File: config.mk
export PLATFORM = sky130hd
export DESIGN_NAME = scl_lowtime_watchdog
export DESIGN_NICKNAME = d
export VERILOG_FILES = /design/src/rtl/scl_wd_pkg.sv /design/src/rtl/scl_wd_sync.sv /design/src/rtl/scl_wd_prescale.sv /design/src/rtl/scl_wd_core.sv /design/src/rtl/scl_lowtime_watchdog.sv
export SDC_FILE = /design/constraint.sdc
export NUM_CORES = 1
export LEC_CHECK = 0
export ABC_AREA = 1
export BUFFER_PORTS_ARGS = -buffer_cell sky130_fd_sc_hd__clkbuf_2
export CAP_MARGIN = 5
export CORE_ASPECT_RATIO = 0.8
export CORE_MARGIN = 2
export CORE_UTILIZATION = 55
export CTS_CLUSTER_DIAMETER = 150
export DETAILED_ROUTE_END_ITERATION = 7
export GPL_TIMING_DRIVEN = 1
export PLACE_DENSITY_LB_ADDON = 0.2
export SKIP_LAST_GASP = 1
export SLEW_MARGIN = 20
export SYNTH_ARGS = -nofsm -noshare
export SYNTH_HDL_FRONTEND = slang
export SYNTH_SLANG_ARGS = --single-unit
File: constraint.sdc
create_clock -name clk -period 3.2 [get_ports clk]
set_input_delay 0.16 -clock clk [delete_from_list [all_inputs] [get_ports clk]]
set_output_delay 0.16 -clock clk [all_outputs]
set_load 0.02 [all_outputs]
File: src/rtl/scl_wd_pkg.sv
package scl_wd_pkg;
    localparam int TO_REG_W   = 8;
    localparam int TO_VAL_W   = TO_REG_W - 1;
    localparam int STAT_W     = 8;
    localparam logic [STAT_W-1:0] BUS_ERR_CODE = 8'h78;
    localparam logic [STAT_W-1:0] IDLE_CODE    = 8'h00;

    typedef struct packed {
        logic                en;
        logic [TO_VAL_W-1:0] val;
    } to_reg_t;

    typedef struct packed {
        logic [TO_VAL_W-1:0] cnt;
        logic                err;
        logic                act_prev;
    } core_state_t;

    typedef struct packed {
        logic s1;
        logic s2;
        logic prev;
    } sync_state_t;
endpackage

File: src/rtl/scl_wd_sync.sv
module scl_wd_sync
    import scl_wd_pkg::*;
(
    input  logic clk,
    input  logic rst_n,
    input  logic scl_raw,
    output logic scl_low,
    output logic scl_edge
);
    sync_state_t st_d, st_q;

    always_comb begin
        st_d      = st_q;
        st_d.s1   = scl_raw;
        st_d.s2   = st_q.s1;
        st_d.prev = st_q.s2;
    end

    always_ff @(posedge clk or negedge rst_n) begin
        if (!rst_n) st_q <= '{s1: 1'b1, s2: 1'b1, prev: 1'b1};
        else        st_q <= st_d;
    end

    assign scl_low  = ~st_q.s2;
    assign scl_edge = st_q.s2 ^ st_q.prev;

    // a change on the synchronised level must come from the first stage
    a_r3_sync_chain: assert property (@(posedge clk) disable iff (!rst_n)
        (st_q.s2 != $past(st_q.s2)) |-> (st_q.s2 == $past(st_q.s1)));
endmodule

File: src/rtl/scl_wd_prescale.sv
module scl_wd_prescale #(
    parameter int PRESC = 4096
) (
    input  logic clk,
    input  logic rst_n,
    input  logic clr,
    input  logic run,
    output logic tick
);
    localparam int PW = (PRESC > 1) ? $clog2(PRESC) : 1;
    localparam logic [PW-1:0] LAST = PW'(PRESC - 1);

    logic [PW-1:0] pre_d, pre_q;

    always_comb begin
        pre_d = pre_q;
        if (clr)
            pre_d = '0;
        else if (run)
            pre_d = (pre_q == LAST) ? '0 : pre_q + 1'b1;
    end

    always_ff @(posedge clk or negedge rst_n) begin
        if (!rst_n) pre_q <= '0;
        else        pre_q <= pre_d;
    end

    assign tick = run && !clr && (pre_q == LAST);

    a_r4_clear_on_reload: assert property (@(posedge clk) disable iff (!rst_n)
        clr |=> (pre_q == '0));
    a_r3_pre_range: assert property (@(posedge clk) disable iff (!rst_n)
        pre_q <= LAST);
endmodule

File: src/rtl/scl_wd_core.sv
module scl_wd_core
    import scl_wd_pkg::*;
(
    input  logic                clk,
    input  logic                rst_n,
    input  to_reg_t             cfg,
    input  logic                bus_active,
    input  logic                scl_low,
    input  logic                scl_edge,
    input  logic                tick,
    output logic                reload,
    output logic                count_en,
    output logic                err
);
    core_state_t st_d, st_q;

    always_comb begin
        reload   = cfg.en && bus_active && !st_q.err && (scl_edge || !st_q.act_prev);
        count_en = cfg.en && bus_active && scl_low && !st_q.err && !reload;

        st_d          = st_q;
        st_d.act_prev = bus_active;
        if (!st_q.err) begin
            if (reload)
                st_d.cnt = cfg.val;
            else if (count_en && tick) begin
                if (st_q.cnt == '0) st_d.err = 1'b1;
                else                st_d.cnt = st_q.cnt - 1'b1;
            end
        end
    end

    always_ff @(posedge clk or negedge rst_n) begin
        if (!rst_n) st_q <= '0;
        else        st_q <= st_d;
    end

    assign err = st_q.err;

    a_r9_sticky: assert property (@(posedge clk) disable iff (!rst_n)
        st_q.err |=> st_q.err);
    a_r3_expiry_cause: assert property (@(posedge clk) disable iff (!rst_n)
        $rose(st_q.err) |-> ($past(tick) && $past(st_q.cnt) == '0 && $past(scl_low)));
    a_r4_reload_value: assert property (@(posedge clk) disable iff (!rst_n)
        reload |=> (st_q.cnt == $past(cfg.val)));
    a_r6_hold_disabled: assert property (@(posedge clk) disable iff (!rst_n)
        !cfg.en |=> ($stable(st_q.cnt) && $stable(st_q.err)));
    a_r7_idle_quiet: assert property (@(posedge clk) disable iff (!rst_n)
        !bus_active |=> ($stable(st_q.cnt) && $stable(st_q.err)));
    a_r10_high_no_step: assert property (@(posedge clk) disable iff (!rst_n)
        (!scl_low && !reload) |=> $stable(st_q.cnt) && $stable(st_q.err));
endmodule

File: src/rtl/scl_lowtime_watchdog.sv
module scl_lowtime_watchdog
    import scl_wd_pkg::*;
#(
    parameter int PRESC = 4096
) (
    input  logic                clk,
    input  logic                rst_n,
    input  logic                reg_wr,
    input  logic [TO_REG_W-1:0] reg_wdata,
    output logic [TO_REG_W-1:0] reg_rdata,
    input  logic                scl_in,
    input  logic                bus_active,
    output logic                irq,
    output logic [STAT_W-1:0]   status,
    output logic                scl_release,
    output logic                sda_release
);
    to_reg_t cfg_d, cfg_q;
    logic    scl_low, scl_edge, tick, reload, count_en, err;

    always_comb begin
        cfg_d = cfg_q;
        if (reg_wr) cfg_d = to_reg_t'(reg_wdata);
    end

    always_ff @(posedge clk or negedge rst_n) begin
        if (!rst_n) cfg_q <= '0;
        else        cfg_q <= cfg_d;
    end

    scl_wd_sync u_sync (
        .clk      (clk),
        .rst_n    (rst_n),
        .scl_raw  (scl_in),
        .scl_low  (scl_low),
        .scl_edge (scl_edge)
    );

    scl_wd_prescale #(.PRESC(PRESC)) u_pre (
        .clk   (clk),
        .rst_n (rst_n),
        .clr   (reload),
        .run   (count_en),
        .tick  (tick)
    );

    scl_wd_core u_core (
        .clk        (clk),
        .rst_n      (rst_n),
        .cfg        (cfg_q),
        .bus_active (bus_active),
        .scl_low    (scl_low),
        .scl_edge   (scl_edge),
        .tick       (tick),
        .reload     (reload),
        .count_en   (count_en),
        .err        (err)
    );

    assign reg_rdata   = cfg_q;
    assign irq         = err;
    assign status      = err ? BUS_ERR_CODE : IDLE_CODE;
    assign scl_release = err;
    assign sda_release = err;

    a_r5_err_needs_low: assert property (@(posedge clk) disable iff (!rst_n)
        $rose(irq) |-> $past(scl_low) && $past(cfg_q.en) && $past(bus_active));
    a_r2_write_lands: assert property (@(posedge clk) disable iff (!rst_n)
        reg_wr |=> (reg_rdata == $past(reg_wdata)));
endmodule

Word-level counts from Yosys, hierarchy flattened

Cells that the tools add are included.

Equality and inequality tests: 2
Reduce and logical (&&, ||, !) cells: 17
Add/subtract/negate cells: 2
Mux-type cells: 10
Bitwise operators: 3

Operator list:

| kind                                             | count |
|---|---|
| two-way mux 12 bit                               | 3 |
| two-way mux 7 bit                                | 3 |
| adder 12 x 1 -> 12 bit, second input constant    | 1 |
| == test 12 bit, second input constant            | 1 |
| logical AND 1 bit                                | 9 |
| two-way mux 8 bit                                | 1 |
| logical NOT 7 bit                                | 1 |
| subtractor 7 x 1 -> 7 bit, second input constant | 1 |
| nonzero test 2 bit                               | 2 |
| logical NOT 1 bit                                | 3 |
| two-way mux 1 bit                                | 3 |
| AND reduction 3 bit                              | 1 |
| != test 2 bit, second input constant             | 1 |
| NOT 1 bit                                        | 2 |
| logical OR 1 bit                                 | 1 |
| bitwise XOR 1 bit                                | 1 |

Input bits: 13
Register bits: 32
Logic and storage cells: 43
Output and inout bits: 19

Depth between registers and ports, before layout

Gate-level depths: netlist (run 1).

Word-level depth: 11
Depth in mapped cells: 9
Gate-level depth less buffers: 9

By module

A second synthesis (run 1) with hierarchy kept.

Cells, all modules: 255
Area, all modules: 1,921.8 µm²

By module, submodules not included:

| module               | times used | cells an instance | area an instance (µm²) | sequential area each (µm²) |
|---|---|---|---|---|
| scl_wd_prescale      | 1          | 103               | 767.0                  | 300.3 |
| scl_wd_core          | 1          | 99                | 670.6                  | 225.2 |
| scl_lowtime_watchdog | 1          | 45                | 384.1                  | 200.2 |
| scl_wd_sync          | 1          | 8                 | 100.1                  | 78.8 |

Worst setup path before layout (run 1)

No wires, ideal clock.

Kind: register -> register
Start: register u_core.st_q (netlist bit u_core.err)
End: register u_core.st_q[6] (netlist bit)
Path slack: 1.835 ns
Cell stages (with the launch flop): 7
Data required time: 3.084 ns
Setup time: 0.116 ns
Arrival: 1.249 ns
Clock period less this slack: 1.365 ns
Buffers on the path: 0
Path through: dfrtp_1 > nor2_4 > nand2_2 > nor2_8 > nand3_4 > nand3_1 > nand2_1

Cells in the longest elaborated chain, start to end: 10
Elaborated cells between the ends (all ways): 14
Those cells by class: eq/ne: 1; mux: 1; bitwise: 1; reduce/logical: 11

Ends and longest elaborated chain:

| element                        | line                                     | source |
|---|---|---|
| from (decl)                    | scl_wd_core.sv:15                        | `core_state_t st_d, st_q;` |
| from (signal assigned)         | scl_wd_core.sv:35                        | `else st_q <= st_d;` |
| logical NOT 1 bit              | scl_wd_core.sv:18, scl_wd_core.sv:19     |  |
| logical AND 1 bit (2 in a row) | scl_wd_core.sv:18                        | `reload = cfg.en && bus_active && !st_q.err && (scl_edge \|\| !st_q.act_prev);` |
| logical NOT 1 bit              | scl_wd_prescale.sv:28, scl_wd_core.sv:19 |  |
| logical AND 1 bit              | scl_wd_core.sv:19                        | `count_en = cfg.en && bus_active && scl_low && !st_q.err && !reload;` |
| logical AND 1 bit (2 in a row) | scl_wd_prescale.sv:28                    | `assign tick = run && !clr && (pre_q == LAST);` |
| logical AND 1 bit              | scl_wd_core.sv:26                        | `else if (count_en && tick) begin` |
| nonzero test 2 bit (no line)   | n/a                                      |  |
| AND reduction 3 bit (no line)  | n/a                                      |  |

Several ways; a longest one is shown, not always the timed one.
A chain may end at the register's enable or synchronous reset.

Worst setup path after layout (run 1)

Start: register u_sync.st_q (netlist bit u_sync.st_d[0])
End: register u_pre.pre_q[0]

Cells in the longest elaborated chain, start to end: 6
Elaborated cells between the ends (all ways): 10
Those cells by class: mux: 1; bitwise: 2; reduce/logical: 7

Ends and longest elaborated chain:

| element                      | line                  | source |
|---|---|---|
| from (decl)                  | scl_wd_sync.sv:10     | `sync_state_t st_d, st_q;` |
| from (signal assigned)       | scl_wd_sync.sv:20     | `if (!rst_n) st_q <= '{s1: 1'b1, s2: 1'b1, prev: 1'b1};` |
| from (signal assigned)       | scl_wd_sync.sv:21     | `else st_q <= st_d;` |
| bitwise XOR 1 bit            | scl_wd_sync.sv:25     | `assign scl_edge = st_q.s2 ^ st_q.prev;` |
| logical OR 1 bit             | scl_wd_core.sv:18     |  |
| logical AND 1 bit            | scl_wd_core.sv:18     |  |
| logical NOT 1 bit            | scl_wd_core.sv:19     |  |
| logical AND 1 bit            | scl_wd_core.sv:19     |  |
| nonzero test 2 bit (no line) | n/a                   |  |
| to (signal assigned)         | scl_wd_prescale.sv:25 | `else pre_q <= pre_d;` |
| to (decl)                    | scl_wd_prescale.sv:13 | `logic [PW-1:0] pre_d, pre_q;` |

Several ways; a longest one is shown, not always the timed one.

==> summary.md, run 1 <==
| Metric | Value |
|---|---|
| GPL Wtd Cong | 0.819 |
| Antenna Nets Post-Route | 0 |
| DRT Pass-1 Iters | 4 |
| Initial DRC count | 64 |
| Post-synthesis mux area share | 5.02% |
| Mapped cell area | 0.00179 mm^2 |
| Worst-margin pin slew | 773 ps |
| Worst vdd ir | 0.311 mV |
| Pleak | between 1 and 1.5 nW |
| I/O pin cnt | 32 |
| Worst Hold Class | primary input to flop |
| Synth Area in Compound Gates | approximately 5.0% |
| Vias | 1373 |
| Sequential area share after synthesis | around 45% |
| RSZ-0062 raised after global routing | false |
| Worst-path cell chain | inv_2 -> nand2_1 -> nand3_2 -> nand2_1 -> nand2_1 -> inv_1 -> nand2_1 -> o21ai_0 |
| Initial antenna violation count | 0 |
| Cts repair resizes | 0 |
| Status | completed |
| Endpoints failing hold | 0 |
| Hold WS | between 100 and 150 ps |
| # DRC | 0 |
| Skew final | 6.12 ps |
| Total GRT Usage | between 20% and 30% |
| Endpoint type of the worst setup path | flop |
| WL/cell | roughly 12 um |
| CP Max Fanout | 12 |
| TNS Setup | 0 ps |
| Share of layout cells above drive strength 1 | between 20% and 30% |
| Post-Synth Simple-Gate Area | ~31% |
| Global route overflow | 0 |
| Clk slew on worst S/H paths | 70 ps |
| Dpl cells | between 200 and 300 |
| Die Ht | approximately 55 um |
| Maximum clock path buffer count | 2 |
| YS warnings | 0 |
| Syn-to-layout area delta | 12.8% |
| Critical path's slowest cell | dfstp_2 |
| Vias/cell | around 5.0 |
| Synth Register Bits | 32 |
| Largest net degree at the start of global routing | 33 |
| Num Clock Sinks | 32 |
| Max incr delay on CP | 540 ps |
| Gate count of the mapped netlist | 207 |
| Max Slew Vio Count | 0 |
| First-pass GRT wire length | 5530 um |
| Port bufs | 27 |
| CTS Buf Count | 5 |
| Antenna diode count | 0 |
| Slew HR | roughly half |
| Latest clock arrival within the worst-skew pair | ~280 ps |
| Finished Layout Cells | approximately 280 |
| Dpl hpwl | around 2500 um |
| Final setup violation count | 0 |
| Initial Utilization | between 50% and 60% |
| Std cell rows | 18 |
| Main combinational cell family by area after synthesis | simple AND/OR/NAND/NOR gates |
| Tcrit/Tclk final | between 50 and 60% |
| DIE AREA | ~0.0037 mm^2 |
| Fin nets | between 200 and 300 |
| Critical path class | flop to flop |
| Die Wd | around 68 um |
| CTS tree | yes |
| Critical path's most frequent cell | nand2_1 |
| WP data required | around 3400 ps |
| CP Data Arrival Time | approximately 2100 ps |
| Yosys cell types | 29 |
| Max-cap violations | 0 |
| Adder-Cell Fraction of Synth Area | under 10% |
| FMAX | ~0.54 GHz |
| Min Tclk post-route | 1850 ps |
| Final wirelength | 3320 um |
| Post-CTS Hold Fix Bufs | 3 |
| Vias in the first global route | around 1200 |
| Power Density | roughly 470 mW/mm^2 |
| H-tree levels | 2 |
| Area of the core | between 0.003 and 0.004 mm^2 |
| Synth Area in XOR/XNOR | about 2.9% |
| Mean Syn Cell Area | ~8.7 um^2 |
| CP Launch Type | flop |
| CTS root buf | clkbuf_8 |
| Setup Buffers After CTS | 0 |
cell type report:
cell class,count,area (um^2)
fillers,250,1080
multi-input cells,144,832
flip-flops and latches,32,805
repair buffers,30,165
clock buffers,8,90.1
inverters,22,82.6
well taps,40,50.0
stage by stage:
stage                     setup WS, ps  area [um^2]  util [%]  total power [mW]
after floorplan                   1830         1810         -             0.594
after global placement            1470         1900      61.3             0.637
after detailed placement          1370         1900      61.3             0.641
after CTS                         1360         2020      65.1             0.961
after global routing              1160         2020      65.1              1.00
final                             1350         2020      65.1             0.953
metal layers:
layer	wire (um)	track usage (%)	vias up
met3	221	5.47	2
met1	1650	29.9	621
met4	17	7.00	0
li1	-	-	704
met5	0	0	-
met2	1430	30.1	46
cells by family (layout without fill, tap and decap cells):
| group | Yosys count | count (layout) |
|---|---|---|
| buffers and inverters | 34 | 60 |
| xor gates and xnor gates | 6 | 6 |
| AOI/OAI and AO/OA | 16 | 16 |
| other | 1 | 4 |
| and+or+nand+nor | 108 | 108 |
| muxes | 8 | 8 |
| DFF | 32 | 32 |
| adders and majority gates | 2 | 2 |
cell usage after synthesis:
master    count  area share [%]
o21a_1        1            0.42
buf_4        11             4.6
inv_1        17             3.6
nand3b_1      1            0.42
nand3_4       1            0.98
ha_1          2             1.4
nand2_4       3             1.9
nor2_4        3             1.9
or2_2         1            0.35
xnor2_1       2            0.98
o22ai_1       3             1.0
o21bai_1      1            0.42
o21ai_0       8             2.2
mux2_2        8             5.0
nand4_1       3             1.0
nor2_2        4             1.4
xor2_1        4             2.0
dfstp_2       3             4.4
nor2_1        9             1.9
nand2_1      56              12
nand3_2       1            0.56
a21oi_1       3            0.84
nand3_1      21             5.9
nor2_8        2             2.2
conb_1        1            0.21
clkbuf_1      1            0.21
nand2_2       3             1.0
inv_2         5             1.0
dfrtp_1      29              40
power breakdown:
group	total (mW)	leakage (nW)	switching, mW	internal (mW)
Sequential	0.461	0.410	0.0260	0.435
Clock	0.315	0.0455	0.139	0.175
Combinational	0.177	0.594	0.112	0.0656
Total	0.953	1.05	0.277	0.676
worst max-delay path, delay by kind of cell, from the launching register on:
family	cells	cell delay (ps)
simple gates	5	890
compound gates	1	80
flops	1	540
buf+inv	2	250
path summary, 6_finish.rpt:
kind / start / to / slack, ps / cells past startpoint
max reg2reg: u_sync.st_d[0]$_DFF_PN1_ / u_pre.pre_q[0]$_DFFE_PN0P_ / 1350 / 8
min in group asynchronous: rst_n / u_pre.pre_q[2]$_DFFE_PN0P_ / 490 / 2
max in group asynchronous: rst_n / u_core.st_q[2]$_DFFE_PN0P_ / 2220 / 2
min: reg_wdata[1] / reg_rdata[1]$_DFFE_PN0P_ / 110 / 2
max: u_sync.st_d[0]$_DFF_PN1_ / u_pre.pre_q[0]$_DFFE_PN0P_ / 1350 / 8
min reg2reg: u_sync.st_d[1]$_DFF_PN1_ / u_sync.st_d[0]$_DFF_PN1_ / 360 / 0
state kept, by name (all words and copies together) (netlist names):
| name | cells |
|---|---|
| reg_rdata | 8 |
| u_sync.st_d | 2 |
| u_pre.pre_q | 12 |
| u_core.err | 1 |
| u_core.st_q | 8 |
| u_sync.st_q | 1 |
placed cells by master, fill, tap and decap left out, types with 2 or more instances in the layout:
master         Yosys  routed
nand2_1           56      56
dfrtp_1           29      29
clkbuf_2           0      27
nand3_1           21      21
inv_1             17      17
nor2_1             9       9
mux2_2             8       8
o21ai_0            8       8
clkbuf_8           0       6
inv_2              5       5
nor2_2             4       4
xor2_1             4       4
conb_1             1       4
nand2_2            3       3
nor2_4             3       3
nand2_4            3       3
a21oi_1            3       3
o22ai_1            3       3
nand4_1            3       3
dlygate4sd3_1      0       3
dfstp_2            3       3
nor2_8             2       2
xnor2_1            2       2
ha_1               2       2
clkbuf_1           1       2
(Power assumes the default switching activity.)
==> run 2, diff against run 1 <==
clock period = 1.9 ns   (was 3.2 ns; I/O delays follow)
==> run 2 against run 1 <==
Utilization rose by 0.56 points; fmax up 21%; routed wire length rose by 5.3%; via count shrank 1.0%; worst setup slack worse by 980 ps; count of clock-buffer cells in the layout stayed put; non-clock buffer count increased by 1; sequential power up 69%; combinational power grew 68%; critical path depth unchanged; first-iteration DRC count grew 6.3%; largest cell class unchanged.
==> summary.md, run 2 (same netlist as run 1, synthesis figures left out) <==
| Metric | Value |
|---|---|
| Status | completed |
| Total GRT Usage | 22.2% (+1.5 points) |
| CTS tree | yes |
| DRT Pass-1 Iters | 4 (unchanged) |
| Initial antenna violation count | 0 (unchanged) |
| Clk slew on worst S/H paths | 70 ps (about the same) |
| Most common cell after layout, fill and taps aside | nand2_1 |
| Initial Utilization | 57.7% (unchanged) |
| WP data required | 2090 ps (-1300 ps) |
| Skew final | 5.25 ps (-0.866 ps) |
| WL/cell | 12.6 um (+4.9%) |
| RSZ-0062 raised after global routing | false |
| Critical path's slowest cell | dfstp_2 |
| DIE AREA | 0.00374 mm^2 (unchanged) |
| H-tree levels | 2 (unchanged) |
| Worst Hold Class | primary input to flop |
| Worst-path cell chain | inv_2 -> nand2_1 -> nand3_2 -> nand2_1 -> nand2_1 -> inv_1 -> nand2_1 -> o21ai_0 |
| Max Slew Vio Count | 0 (unchanged) |
| Post-Layout Inst Area | 0.00204 mm^2 (+0.87%) |
| First-pass GRT wire length | 5780 um (+4.4%) |
| Max-cap violations | 0 (unchanged) |
| Post-CTS Hold Fix Bufs | 3 (unchanged) |
| Hold path depth | 2 (unchanged) |
| # DRC | 0 (unchanged) |
| Latest clock arrival within the worst-skew pair | 290 ps (about the same) |
| Tcrit/Tclk final | 80.8% (+23 points) |
| Port bufs | 27 (unchanged) |
| Hold WS | 38.5 ps (-76.1 ps) |
| CP Data Arrival Time | 1730 ps (-320 ps) |
| TNS Setup | 0 ps (unchanged) |
| Share of layout cells above drive strength 1 | 29.1% (+0.72 points) |
| Fillcell total | 248 (-0.80%) |
| Area of the core | 0.00311 mm^2 (unchanged) |
| Global route overflow | 0 (unchanged) |
| Final wirelength | 3490 um (+5.3%) |
| Min Tclk post-route | 1530 ps (-317 ps) |
| Std cell rows | 18 (unchanged) |
| GPL Wtd Cong | 0.800 (-2.4%) |
| Cts repair resizes | 0 (unchanged) |
| Worst vdd ir | 0.588 mV (+89%) |
| Vias in the first global route | 1216 (-0.98%) |
| Reg2reg path depth | 8 (unchanged) |
| Endpoint type of the worst setup path | flop |
| Largest net degree at the start of global routing | 33 (unchanged) |
| Max reg flops | 12 (unchanged) |
| Initial DRC count | 68 (+6.3%) |
| Fin nets | 251 (+0.40%) |
| Die Wd | 67.9 um (unchanged) |
| Most frequent cells in the layout | 56 x nand2_1, 29 x dfrtp_1, 27 x clkbuf_2, 21 x nand3_1, 17 x inv_1 |
| Antenna Nets Post-Route | 0 (unchanged) |
| Die Ht | 55.1 um (unchanged) |
| Placed cell area | 0.00191 mm^2 (+0.39%) |
| Slew HR | 47.6% (-0.88 points) |
| Final setup violation count | 0 (unchanged) |
| I/O pin cnt | 32 (unchanged) |
| FMAX | 0.651 GHz (+21%) |
| Vias/cell | 4.91 (-1.4%) |
| Reg with most FFs | u_pre.pre_q |
| CTS root buf | clkbuf_8 |
| Setup Buffers After CTS | 0 (unchanged) |
| CTS Buf Count | 5 (unchanged) |
| Critical path's most frequent cell | nand2_1 |
| CP Launch Type | flop |
| Maximum clock path buffer count | 2 (unchanged) |
| Worst-margin pin slew | 786 ps (+13.1 ps) |
| CP Max Fanout | 5 (-7) |
| Pleak | 1.06 nW (+0.99%) |
| Endpoints failing hold | 0 (unchanged) |
| Num Clock Sinks | 32 (unchanged) |
| Max incr delay on CP | 550 ps (about the same) |
| Syn-to-layout area delta | 13.8% |
| Antenna diode count | 0 (unchanged) |
| Dpl hpwl | 2600 um (+4.0%) |
| Vias | 1359 (-1.0%) |
| Critical path class | flop to flop |
| Power Density | 808 mW/mm^2 (+72%) |
==> run 2: cell types whose count changed in the layout (fill, tap and decap cells not counted), sizes merged <==
| cell | delta |
|---|---|
| buf | +1 |
==> run 2: worst paths after layout <==
path,startpoint,slack (ps),end
setup reg to reg,u_sync.st_d[0]$_DFF_PN1_,370,u_pre.pre_q[2]$_DFFE_PN0P_
setup / recovery,u_sync.st_d[0]$_DFF_PN1_,370,u_pre.pre_q[2]$_DFFE_PN0P_
hold reg to reg,u_sync.st_d[1]$_DFF_PN1_,360,u_sync.st_d[0]$_DFF_PN1_
max in group asynchronous,rst_n,980,u_core.st_q[0]$_DFF_PN0_
hold / removal,reg_wdata[3],40,reg_rdata[3]$_DFFE_PN0P_
min in group asynchronous,rst_n,420,u_pre.pre_q[11]$_DFFE_PN0P_
==> run 2: cell type report <==
cell class	instances	area, um^2	area share [%]
well taps	40	50.0	2.45
multi-input cells	144	832	40.7
repair buffers	31	173	8.46
inverters	22	82.6	4.04
clock buffers	8	100	4.90
flip-flops and latches	32	805	39.4
==> run 2: critical path, delay by kind of cell (launching register included) <==
family	cells	cell delay [ps]
buffers and inverters	2	220
flip-flops	1	550
AND/OR/NAND/NOR	5	580
AO/OA/AOI/OAI	1	90
==> run 2: power by group <==
group	leakage, nW	switching, mW	internal [mW]
combinational	0.598	0.184	0.113
sequential	0.410	0.0452	0.732
clock	0.0515	0.246	0.330
==> run 2: per-stage QoR <==
step / setup slack [ps] / total power [mW] / cells / util, %
final: 365 / 1.65 / 277 / 65.7
after global routing: 207 / 1.74 / 277 / 65.7
after CTS: 336 / 1.67 / 277 / 65.7
after detailed placement: 347 / 1.08 / 266 / 61.5
after global placement: 419 / 1.08 / 266 / 61.5
after floorplan: 535 / 1.00 / 210 / -
==> run 2: layer usage <==
metal,global-route usage (%),part of all wire (%),wire length [um]
met5,0,0,0
met2,32.2,44,1530
met4,6.00,1.3,46
met1,31.1,50,1760
met3,8.50,4.5,156
==> run 3, diff against run 2 <==
ABC_AREA = 0   (was 1)
CORE_UTILIZATION = 54   (was 55)
clock period = 1.5 ns   (was 1.9 ns; I/O delays follow)
==> run 3 against run 2 <==
The flow now finishes with violations (setup timing); register-to-register slack got worse by 580 ps; synthesized area shrank 8.2%; worst hold slack worse by 19 ps; critical path depth down 3; final area rose by 10%; sequential share of layout area down 3.7 points; sequential cell count did not move; worst setup slack lost 580 ps; critical endpoint is now u_pre.pre_q[3]$_DFFE_PN0P_; largest cell class unchanged.
==> summary.md, run 3 <==
| Metric | Value |
|---|---|
| Fillcell total | 184 (-26%) |
| Worst-margin pin slew | 779 ps (-7.04 ps) |
| Max Slew Vio Count | 0 (unchanged) |
| Critical path's slowest cell | or3b_4 |
| Internal | 1.47 mW (+25%) |
| Post-Layout Inst Area | 0.00225 mm^2 (+10%) |
| Antenna diode count | 0 (unchanged) |
| Placed cell area | 0.00200 mm^2 (+4.6%) |
| Port bufs | 27 (unchanged) |
| Mean Syn Cell Area | 10.4 um^2 (+20%) |
| Worst-path cell chain | nand4bb_4 -> or3b_4 -> nand2b_4 -> or3_1 -> o21ai_1 |
| Latest clock arrival within the worst-skew pair | 280 ps (about the same) |
| Fin nets | 237 (-5.6%) |
| Sequential Power Share | 48.5% (+1.4 points) |
| Switching power total | 0.594 mW (+25%) |
| Post-synth top area cell | dfrtp_1 |
| Total GRT Usage | 26.1% (+3.9 points) |
| CP Data Arrival Time | 1920 ps (+190 ps) |
| Failing checks | setup timing |
| Critical path class | flop to flop |
| Reg2Reg Capture Point | u_pre.pre_q[3]$_DFFE_PN0P_ |
| Final setup violation count | 17 (+17) |
| YS warnings | 0 (unchanged) |
| Dpl ws | -317 ps (-664 ps) |
| Antenna Nets Post-Route | 0 (unchanged) |
| Pleak | 1.09 nW (+2.5%) |
| Worst vdd ir | 0.709 mV (+21%) |
| Most frequent cells after synthesis | 29 x dfrtp_1, 14 x nor2_1, 12 x nand2_1, 11 x nand3_1 |
| WL/cell | 15.6 um (+24%) |
| Vias | 1454 (+7.0%) |
| Top cell type's share of synthesized area | 44.0% (+3.6 points) |
| DIE AREA | 0.00351 mm^2 (-6.0%) |
| Reg2Reg Setup Slack | -220 ps (-580 ps) |
| Reg with most FFs | u_pre.pre_q |
| Worst setup path startpoint | u_sync.st_d[0]$_DFF_PN1_ |
| DRT Pass-1 Iters | 4 (unchanged) |
| # DRC | 0 (unchanged) |
| Max incr delay on CP | 460 ps (-90 ps) |
| Max reg flops | 12 (unchanged) |
| Most frequent cells in the layout | 32 x buf_4, 28 x dfrtp_1, 27 x clkbuf_2, 11 x nor2_1, 11 x nand2_1 |
| Most used flip-flop cell after synthesis | dfrtp_1 |
| CP Launch Type | flop |
| CTS root buf | clkbuf_8 |
| Ranking of synthesized cells by area | dfrtp_1 44%, mux2_2 5.5%, dfstp_2 4.8% |
| RSZ-0062 raised after global routing | true |
| Area of the core | 0.00283 mm^2 (-9.0%) |
| Clock share of power | 30.6% (-4.3 points) |
| Most common cell after layout, fill and taps aside | buf_4 |
| Combinational Power Share | 20.9% (+2.9 points) |
| Std cell rows | 17 (-1) |
| Worst path bufs/invs | 0 (-2) |
| Initial antenna violation count | 0 (unchanged) |
| First-pass GRT wire length | 6470 um (+12%) |
| Power Density | 915 mW/mm^2 (+13%) |
| FMAX | 0.583 GHz (-11%) |
| Max-cap violations | 0 (unchanged) |
| Sequential area share after synthesis | 48.8% (+4.0 points) |
| Dpl hpwl | 2660 um (+2.1%) |
| Delay-heaviest family, CP | simple AND/OR/NAND/NOR gates |
| Worst Hold Class | primary input to flop |
| CTS tree | yes |
| Vias in the first global route | 1398 (+15%) |
| Clk slew on worst S/H paths | 70 ps (about the same) |
| Endpoints failing hold | 0 (unchanged) |
| Status | complete, but fails checks |
| Maximum clock path buffer count | 2 (unchanged) |
| Die Ht | 53.4 um (-3.0%) |
| Initial DRC count | 98 (+44%) |
| Initial Utilization | 58.2% (+0.52 points) |
| Num Clock Sinks | 32 (unchanged) |
| Post-synth EDFFs | 0 (unchanged) |
| Vias/cell | 5.57 (+14%) |
| Skew final | 7.60 ps (+2.35 ps) |
| Share of layout cells above drive strength 1 | 49.3% (+20 points) |
| I/O pin cnt | 32 (unchanged) |
| Count leader, synth | dfrtp_1 |
| Gate count of the mapped netlist | 159 (-23%) |
| Largest net degree at the start of global routing | 33 (unchanged) |
| Syn-to-layout area delta | 36.8% |
| Slew HR | 48.1% (+0.47 points) |
| Min Tclk post-route | 1720 ps (+180 ps) |
| H-tree levels | 2 (unchanged) |
| Endpoint type of the worst setup path | flop |
| Hold WS | 19.9 ps (-18.6 ps) |
| Global route overflow | 0 (unchanged) |
| CTS Buf Count | 5 (unchanged) |
| Synth Register Bits | 32 (unchanged) |
| Mapped cell area | 0.00165 mm^2 (-8.2%) |
| CP Max Fanout | 8 (+3) |
| WP data required | 1710 ps (-380 ps) |
| Yosys cell types | 39 (+34%) |
| CP endpoint | u_pre.pre_q[3]$_DFFE_PN0P_ |
| GPL Wtd Cong | 0.866 (+8.3%) |
| Reg2reg path depth | 5 (-3) |
| Fin util | 79.7% (+14 points) |
| Tcrit/Tclk final | 114% (+34 points) |
| Switch share | 28.8% (about the same) |
| Async SR Flop Fraction | 100% (unchanged) |
| Stages on worst setup path | 5 (-3) |
| Setup ws final | -215 ps (-580 ps) |
| Die Wd | 65.8 um (-3.1%) |
| Final wirelength | 4070 um (+16%) |
| FF-to-FF Start | u_sync.st_d[0]$_DFF_PN1_ |
-- run 3: worst register-to-register path, stage by stage, from the launching register on --
cell       delay, ps
dfstp_2          380
nand4bb_4        210
or3b_4           460
nand2b_4         200
or3_1            300
o21ai_1           90
-- run 3: cell families (layout without fill, tap and decap cells) --
kind of cell | Yosys count | count (layout) | share of synthesized area [%]
simple gates | 60 | 60 | 21.0
mux | 8 | 8 | 5.47
other cells | 1 | 4 | 0.228
buf+inv | 17 | 78 | 6.61
compound gates | 34 | 34 | 13.7
flops | 32 | 32 | 48.8
fa+ha+maj | 2 | 2 | 1.52
xor+xnor | 5 | 5 | 2.66
-- run 3: power groups by stage --
| stage | Combinational [mW] | Clock, mW | Sequential (mW) |
|---|---|---|---|
| 5_1_grt | 0.473 | 0.682 | 1.01 |
| 2_1_floorplan | 0.197 | 0 | 1.04 |
| 3_5_place_dp | 0.394 | 0 | 1.01 |
| 6_report | 0.432 | 0.631 | 1.00 |
| 3_3_place_gp | 0.379 | 0 | 1.01 |
| 4_1_cts | 0.414 | 0.645 | 0.999 |
-- run 3: cell type report --
cell class	instances	area, um^2	area share, %
multi-input combinational	113	853	37.8
sequential	32	806	35.7
timing repair buffer	66	452	20.0
clock buffer	7	76.3	3.39
tap	38	47.5	2.11
inverter	4	15.0	0.666
clock inverter	1	5.00	0.222
-- run 3: per-stage QoR --
step	setup TNS [ps]	power, mW	cells
floorplan	-3460	1.23	162
finish	-2300	2.06	261
CTS	-1880	2.06	260
global route	-3700	2.16	261
global placement	-3170	1.38	247
detailed placement	-3750	1.40	247
-- run 3: how the worst min path moves through the flow --
stage	startpoint	endpoint	slack, ps	depth (start not counted)
final	reg_wdata[3]	reg_rdata[3]$_DFFE_PN0P_	20	2
after global routing	reg_wdata[3]	reg_rdata[3]$_DFFE_PN0P_	20	2
after CTS	reg_wdata[3]	reg_rdata[3]$_DFFE_PN0P_	10	2
after detailed placement	scl_in	u_sync.st_d[1]$_DFF_PN1_	160	1
after global placement	scl_in	u_sync.st_d[1]$_DFF_PN1_	160	1
after floorplan	rst_n	reg_rdata[0]$_DFFE_PN0P_	-220	0
-- run 3: timing repair --
action,4_1_cts,5_1_grt
endpoints found under the hold margin,30,0
setup endpoints to repair,18,18
setup buffers,4,1
pin swaps,12,15
hold buffers,2,0
gates resized for setup,18,15
gates cloned,0,0
-- run 3: routing by layer --
| metal | track usage (%) | part of all wire [%] | vias to the layer above |
|---|---|---|---|
| li1 | - | - | 684 |
| met1 | 31.5 | 42 | 709 |
| met2 | 44.6 | 51 | 56 |
| met3 | 7.66 | 6.3 | 5 |
| met4 | 9.03 | 1.2 | 0 |
| met5 | 0 | 0 | - |
